$ cat config.mk
export PLATFORM = sky130hd
export DESIGN_NAME = codec_pwr_seq
export DESIGN_NICKNAME = d
export VERILOG_FILES = /design/src/rtl/cps_pkg.sv /design/src/rtl/cps_settle_timer.sv /design/src/rtl/cps_stale_flag.sv /design/src/rtl/cps_seq_fsm.sv /design/src/rtl/codec_pwr_seq.sv
export SDC_FILE = /design/constraint.sdc
export NUM_CORES = 1
export LEC_CHECK = 0
export BUFFER_PORTS_ARGS = -buffer_cell sky130_fd_sc_hd__buf_2
export CAP_MARGIN = 0
export CORE_MARGIN = 2
export CORE_UTILIZATION = 52
export DETAILED_ROUTE_END_ITERATION = 16
export HOLD_SLACK_MARGIN = 0.02
export MAX_ROUTING_LAYER = met4
export PLACE_DENSITY = 0.87
export SLEW_MARGIN = 20
export SYNTH_ARGS = -nofsm -noshare
export SYNTH_HDL_FRONTEND = slang
export SYNTH_SLANG_ARGS = --single-unit
$ cat constraint.sdc
create_clock -name clk -period 3.2 [get_ports clk]
set_input_delay 0.16 -clock clk [delete_from_list [all_inputs] [get_ports clk]]
set_output_delay 0.16 -clock clk [all_outputs]
set_load 0.05 [all_outputs]
$ cat src/rtl/cps_pkg.sv
package cps_pkg;

  typedef enum logic [2:0] {
    ST_RUN       = 3'd0,
    ST_IN_MUTE   = 3'd1,
    ST_IN_PDN    = 3'd2,
    ST_DOWN_CLK  = 3'd3,
    ST_DOWN_GATE = 3'd4,
    ST_OUT_CLK   = 3'd5,
    ST_OUT_PDN   = 3'd6,
    ST_OUT_REG   = 3'd7
  } seq_state_e;

  // Effective settle length: zero selects the default.
  function automatic int unsigned settle_len(input int unsigned raw,
                                             input int unsigned dflt);
    return (raw == 0) ? dflt : raw;
  endfunction

  function automatic logic is_transit(input seq_state_e s);
    return !(s == ST_RUN || s == ST_DOWN_CLK || s == ST_DOWN_GATE);
  endfunction

endpackage

$ cat src/rtl/cps_settle_timer.sv
module cps_settle_timer #(
  parameter int unsigned CNT_W      = 16,
  parameter int unsigned DEF_SETTLE = 1024
) (
  input  logic             clk,
  input  logic             rst_n,
  input  logic             start,
  input  logic [CNT_W-1:0] settle_raw,
  output logic             done
);
  import cps_pkg::*;

  logic [CNT_W-1:0] cnt_q;
  logic [CNT_W-1:0] load_val;

  assign load_val = CNT_W'(settle_len(32'(settle_raw), DEF_SETTLE) - 1);
  assign done     = (cnt_q == '0);

  always_ff @(posedge clk or negedge rst_n) begin
    if (!rst_n)          cnt_q <= '0;
    else if (start)      cnt_q <= load_val;
    else if (!done)      cnt_q <= cnt_q - 1'b1;
  end

  AST_TMR_COUNTS_DOWN: assert property (@(posedge clk) disable iff (!rst_n)
    (!start && !done) |=> (cnt_q == $past(cnt_q) - 1'b1));

endmodule

$ cat src/rtl/cps_stale_flag.sv
module cps_stale_flag (
  input  logic clk,
  input  logic rst_n,
  input  logic set_evt,
  input  logic clr_evt,
  output logic stale
);
  always_ff @(posedge clk or negedge rst_n) begin
    if (!rst_n)       stale <= 1'b0;
    else if (set_evt) stale <= 1'b1;
    else if (clr_evt) stale <= 1'b0;
  end

  AST_STALE_CLEARS_ON_ACK: assert property (@(posedge clk) disable iff (!rst_n)
    $fell(stale) |-> $past(clr_evt));

endmodule

$ cat src/rtl/cps_seq_fsm.sv
module cps_seq_fsm (
  input  logic clk,
  input  logic rst_n,
  input  logic sleep_req,
  input  logic wake_req,
  input  logic gate_allow,
  input  logic tmr_done,
  input  logic stale,
  input  logic rw_done,
  output logic tmr_start,
  output logic gate_evt,
  output logic ack_evt,
  output logic mute,
  output logic pdn,
  output logic clk_en,
  output logic busy,
  output logic rw_req
);
  import cps_pkg::*;

  seq_state_e state_q, state_d;
  logic       wake_pend_q;
  logic       entering, leave_down, wake_seen;

  assign entering   = (state_q == ST_IN_MUTE) || (state_q == ST_IN_PDN);
  assign wake_seen  = wake_req || wake_pend_q;
  assign leave_down = (state_q == ST_DOWN_CLK || state_q == ST_DOWN_GATE) && wake_seen;

  always_comb begin
    state_d = state_q;
    unique case (state_q)
      ST_RUN:       if (sleep_req) state_d = ST_IN_MUTE;
      ST_IN_MUTE:   if (tmr_done)  state_d = ST_IN_PDN;
      ST_IN_PDN:    if (tmr_done)  state_d = gate_allow ? ST_DOWN_GATE : ST_DOWN_CLK;
      ST_DOWN_CLK:  if (wake_seen) state_d = ST_OUT_PDN;
      ST_DOWN_GATE: if (wake_seen) state_d = ST_OUT_CLK;
      ST_OUT_CLK:   if (tmr_done)  state_d = ST_OUT_PDN;
      ST_OUT_PDN:   if (tmr_done)  state_d = stale ? ST_OUT_REG : ST_RUN;
      ST_OUT_REG:   if (rw_done)   state_d = ST_RUN;
      default:                     state_d = ST_RUN;
    endcase
  end

  always_ff @(posedge clk or negedge rst_n) begin
    if (!rst_n) begin
      state_q     <= ST_RUN;
      wake_pend_q <= 1'b0;
    end else begin
      state_q <= state_d;
      if (leave_down)                wake_pend_q <= 1'b0;
      else if (entering && wake_req) wake_pend_q <= 1'b1;
    end
  end

  // Named events for the timer, the stale record and the assertions.
  assign tmr_start = (state_d != state_q);
  assign gate_evt  = (state_q == ST_IN_PDN) && (state_d == ST_DOWN_GATE);
  assign ack_evt   = (state_q == ST_OUT_REG) && rw_done;

  assign mute   = (state_q != ST_RUN);
  assign pdn    = (state_q == ST_IN_PDN) || (state_q == ST_DOWN_CLK) ||
                  (state_q == ST_DOWN_GATE) || (state_q == ST_OUT_CLK);
  assign clk_en = (state_q != ST_DOWN_GATE);
  assign busy   = is_transit(state_q);
  assign rw_req = (state_q == ST_OUT_REG);

  AST_PDN_UNDER_MUTE: assert property (@(posedge clk) disable iff (!rst_n)
    pdn |-> mute);
  AST_PDN_RISES_AFTER_MUTE: assert property (@(posedge clk) disable iff (!rst_n)
    $rose(pdn) |-> $past(mute));
  AST_CLK_OFF_ONLY_DOWN: assert property (@(posedge clk) disable iff (!rst_n)
    !clk_en |-> (pdn && $past(pdn)));
  AST_CLK_BACK_BEFORE_RELEASE: assert property (@(posedge clk) disable iff (!rst_n)
    $fell(pdn) |-> (clk_en && $past(clk_en)));
  AST_UNMUTE_LAST: assert property (@(posedge clk) disable iff (!rst_n)
    $fell(mute) |-> (!pdn && $past(!pdn)));
  AST_UNMUTE_NEEDS_FRESH_REGS: assert property (@(posedge clk) disable iff (!rst_n)
    $fell(mute) |-> !stale);
  AST_RW_HELD_UNTIL_ACK: assert property (@(posedge clk) disable iff (!rst_n)
    (rw_req && !rw_done) |=> rw_req);
  AST_RW_ONLY_AFTER_GATING: assert property (@(posedge clk) disable iff (!rst_n)
    $rose(rw_req) |-> $past(stale));
  AST_QUIET_WHEN_IDLE: assert property (@(posedge clk) disable iff (!rst_n)
    !busy |-> !rw_req);

endmodule

$ cat src/rtl/codec_pwr_seq.sv
module codec_pwr_seq #(
  parameter int unsigned CNT_W      = 16,
  parameter int unsigned DEF_SETTLE = 1024
) (
  input  logic             clk,
  input  logic             rst_n,
  input  logic [CNT_W-1:0] settle_cycles,
  input  logic             sleep_req,
  input  logic             wake_req,
  input  logic             gate_allow,
  input  logic             rw_done,
  output logic             mute,
  output logic             pdn,
  output logic             clk_en,
  output logic             busy,
  output logic             rw_req
);
  logic tmr_start, tmr_done, gate_evt, ack_evt, stale;

  cps_settle_timer #(.CNT_W(CNT_W), .DEF_SETTLE(DEF_SETTLE)) timer_i (
    .clk(clk), .rst_n(rst_n), .start(tmr_start),
    .settle_raw(settle_cycles), .done(tmr_done)
  );

  cps_stale_flag stale_i (
    .clk(clk), .rst_n(rst_n), .set_evt(gate_evt),
    .clr_evt(ack_evt), .stale(stale)
  );

  cps_seq_fsm fsm_i (
    .clk(clk), .rst_n(rst_n), .sleep_req(sleep_req), .wake_req(wake_req),
    .gate_allow(gate_allow), .tmr_done(tmr_done), .stale(stale),
    .rw_done(rw_done), .tmr_start(tmr_start), .gate_evt(gate_evt),
    .ack_evt(ack_evt), .mute(mute), .pdn(pdn), .clk_en(clk_en),
    .busy(busy), .rw_req(rw_req)
  );

endmodule

==> key figures <==
Outcome
  – Outcome: finished clean

Final layout
  – ANT cells: 0
  – Synth-to-Final Area Change: 25.49%
  – Non-Filler Instances: 327
  – NumNets Final: 303
  – Commonest non-fill, non-tap cells in the layout: nand2_1 (31), buf_2 (26), buf_4 (26)
  – Layout cell share with drive strength beyond 1: 33.69%
  – Commonest non-fill, non-tap cell in the layout: nand2_1

Setup path
  – Critical path required time: 3.36 ns
  – Critical Path Most Common Cell: nand2_4
  – Crit path max fanout: 6
  – WS Path Type: flip-flop to flip-flop
  – Worst Path Buf+Inv: 0
  – Worst path arrival time: 3.36 ns
  – R2r startpoint: timer_i.cnt_q[11]$_DFFE_PN0P_
  – CP endpoint kind: flip-flop
  – Largest stage delay on the critical path: 0.43 ns
  – CP cell instances: nor4_4, nand2_2, o31ai_4, o21ba_4, nand2_4, mux2i_2, ha_2, nand2_4, nor3_4, o21ai_2, a221oi_2, a21o_1, nand2_1
  – Startpoint types: flip-flop
  – Slowest CP cell: dfrtp_1
  – Worst Setup SP: timer_i.cnt_q[11]$_DFFE_PN0P_
  – Crit-path leading delay family: compound AO/OA/AOI/OAI gates

Timing
  – Max-slew headroom: 38.61%
  – Hold_ws: 0.1731 ns
  – RSZ-0062 raised after global routing: yes
  – Final number of setup-violating endpoints: 0
  – Final WS setup: 0.003816 ns
  – Final min period: 3.196 ns
  – Fin. max-slew vios: 0
  – Hold Vio Cnt, Final: 0
  – Final setup skew: 0.001552 ns
  – Worst slew pin tran: 0.9125 ns
  – F_max: 312.9 MHz
  – Period utilisation layout: 99.88%

Power and ir drop
  – Pwr dens: 968.4 nW/um^2
  – Clock share of power: 7.9%
  – Peak VDD IR: 0.4832 mV
  – Sw Pwr: 1.192 mW
  – Switch share: 51.25%
  – Logic pwr share: 65.7%
  – Int Pwr: 1.134 mW
  – Leakage power: 0.9585 nW
  – Reg power frac: 26.4%

Clocking
  – # clock sinks: 21
  – CTS tree: built
  – Clk root buf: clkbuf_8
  – CTS Buf Count: 3
  – Clk_lat worst skew: 0.27 ns
  – Clock Tree Buf Depth: 2
  – Worst-path clk slew: 0.08 ns
  – H-tree Lvls: 1

Drt
  – Initial drt markers: 199
  – 1st-pass router iterations: 5
  – Post-DR wirelength/cell: 16.96 um
  – Vias post-DR: 2028
  – Post-route DRC: 0
  – Final wirelength: 5545 um
  – Final antenna-violating net count: 0
  – Vias per inst: 6.202

Synthesis
  – Syn avg cell area: 8.323 sq um
  – Register area share after synthesis: 27.45%
  – Library cells used by synthesis: 65
  – Ys flop type: dfrtp_1
  – Ys async rst share: 100.0%
  – Syn Nets: 253
  – Cell Area, Synth: 1914 sq um
  – Gate Count Post-Synth: 230
  – Synth warn: 0
  – #FFs+latches synth: 21
  – Post-synth EDFFs: 0

Die
  – Initial core utilization: 53.09%
  – Die Ht: 64.68 um
  – Number of cell rows: 22
  – Core ar.: 3606 sq um
  – Die width: 64.68 um
  – Die area: 4183 sq um
  – Ports: 27

Worst hold path
  – Hold WC Path Type: input pin to flip-flop
  – Hold wc startpoint: settle_cycles[15]

Placed design
  – RePlAce Congestion: 0.9155
  – DP Wirelength: 3894 um
  – Pre-CTS WS: 0.001560 ns
  – Placed Cells: 310
  – # port buffers: 26

Global routing
  – First-pass GRT wire length: 8625 um
  – Largest net degree at the start of global routing: 22
  – Vias in the first global route: 1848
  – Overflow after GRT: 0
  – GR Util All Layers: 26.86%
  – Initial antenna violation count: 0

Run
  – Max-capacitance violation count: 0
-- cells in the mapped netlist, types with 2 or more instances --
library cell | count | area (sq um)
nor3_1 | 12 | 60.06
nor2_1 | 25 | 93.84
nand2b_1 | 2 | 12.51
nor4_4 | 3 | 63.81
a21oi_1 | 12 | 60.06
xnor2_1 | 6 | 52.55
o211ai_1 | 3 | 22.52
a2111oi_2 | 2 | 30.03
o31ai_1 | 2 | 15.01
mux2i_1 | 4 | 40.04
o41ai_2 | 2 | 32.53
dfrtp_1 | 21 | 525.5
xor2_1 | 8 | 70.07
or3_1 | 4 | 25.02
o21ai_0 | 12 | 60.06
buf_2 | 2 | 10.01
nand3_1 | 5 | 25.02
nand2_1 | 33 | 123.9
nor2b_1 | 4 | 25.02
o21a_1 | 2 | 15.01
clkbuf_1 | 4 | 15.01
and2_1 | 2 | 12.51
nand4_1 | 2 | 12.51
a21o_1 | 3 | 22.52
a211oi_1 | 2 | 15.01
inv_1 | 5 | 18.77
o21ai_1 | 6 | 30.03
o22ai_1 | 3 | 18.77
o32ai_1 | 2 | 17.52
a21oi_2 | 2 | 17.52
-- metrics by stage --
step	cell area (sq um)	power [mW]	setup TNS, ns	util [%]
global route	2402	2.484	-0.4112	66.62
finish	2402	2.326	0	66.62
detailed placement	2180	1.929	0	60.44
global placement	2180	1.879	0	60.44
CTS	2240	2.125	0	62.11
floorplan	1931	1.593	0	-
-- flip-flops by register name (all words and copies together) (netlist names) --
| register | count |
|---|---|
| fsm_i.state_q | 3 |
| fsm_i.wake_pend_q | 1 |
| timer_i.cnt_q | 16 |
| stale_i.stale | 1 |
-- cells by family (layout without fill, tap and decap cells) --
logic type | after synthesis | in the layout | synth area share (%)
AOI/OAI and AO/OA | 70 | 70 | 28.76
xor gates and xnor gates | 14 | 14 | 6.405
adders and majority gates | 1 | 1 | 0.6535
buffers and inverters | 13 | 62 | 3.268
DFF | 21 | 21 | 27.45
muxes | 5 | 5 | 2.680
and+or+nand+nor | 106 | 106 | 30.79
-- power groups by stage --
stage	Clock, mW	Combinational [mW]	Sequential (mW)
floorplan	0	1.04	0.550
global placement	0	1.29	0.590
detailed placement	0	1.33	0.598
CTS	0.185	1.35	0.595
global route	0.196	1.66	0.633
finish	0.183	1.53	0.615
-- final cells by class --
class                           instances  area [sq um]
Tap cell                               48         60.06
Timing Repair Buffer                   53         335.3
Multi-Input combinational cell        196          1416
Inverter                                5         18.77
Fill cell                             286          1204
Clock buffer                            4         45.04
Sequential cell                        21         526.8
-- worst reg2reg max path, cell delays in order (launching register included) --
cell      delay, ns
dfrtp_1        0.43
nor4_4         0.40
nand2_2        0.16
o31ai_4        0.29
o21ba_4        0.20
nand2_4        0.09
mux2i_2        0.28
ha_2           0.31
nand2_4        0.07
nor3_4         0.23
o21ai_2        0.12
a221oi_2       0.35
a21o_1         0.12
nand2_1        0.04
-- routing by layer --
metal / track usage (%) / wire, um / vias up
met3: 3.646 / 368 / 25
met1: 33.66 / 2292 / 956
li1: - / - / 950
met5: - / 0 / -
met4: 11.17 / 206 / 0
met2: 43.88 / 2677 / 97
-- timing repair --
item,in CTS,in global routing
hold endpoints to repair,21,0
gates resized for setup,3,15
pin swaps,1,10
setup endpoints to repair,3,5
setup buffers,0,12
hold buffers,1,0
-- worst paths after layout --
check / to / slack (ns) / cells after the start
worst max-delay path: timer_i.cnt_q[14]$_DFFE_PN0P_ / 0.004 / 13
worst min-delay path: timer_i.cnt_q[15]$_DFFE_PN0P_ / 0.17 / 3
worst max register to register: timer_i.cnt_q[14]$_DFFE_PN0P_ / 0.004 / 13
worst min register to register: timer_i.cnt_q[15]$_DFFE_PN0P_ / 0.55 / 2
max in group asynchronous: fsm_i.state_q[2]$_DFF_PN0_ / 2.43 / 2
min in group asynchronous: timer_i.cnt_q[12]$_DFFE_PN0P_ / 0.39 / 2
Power figures use the tool's default switching activity.
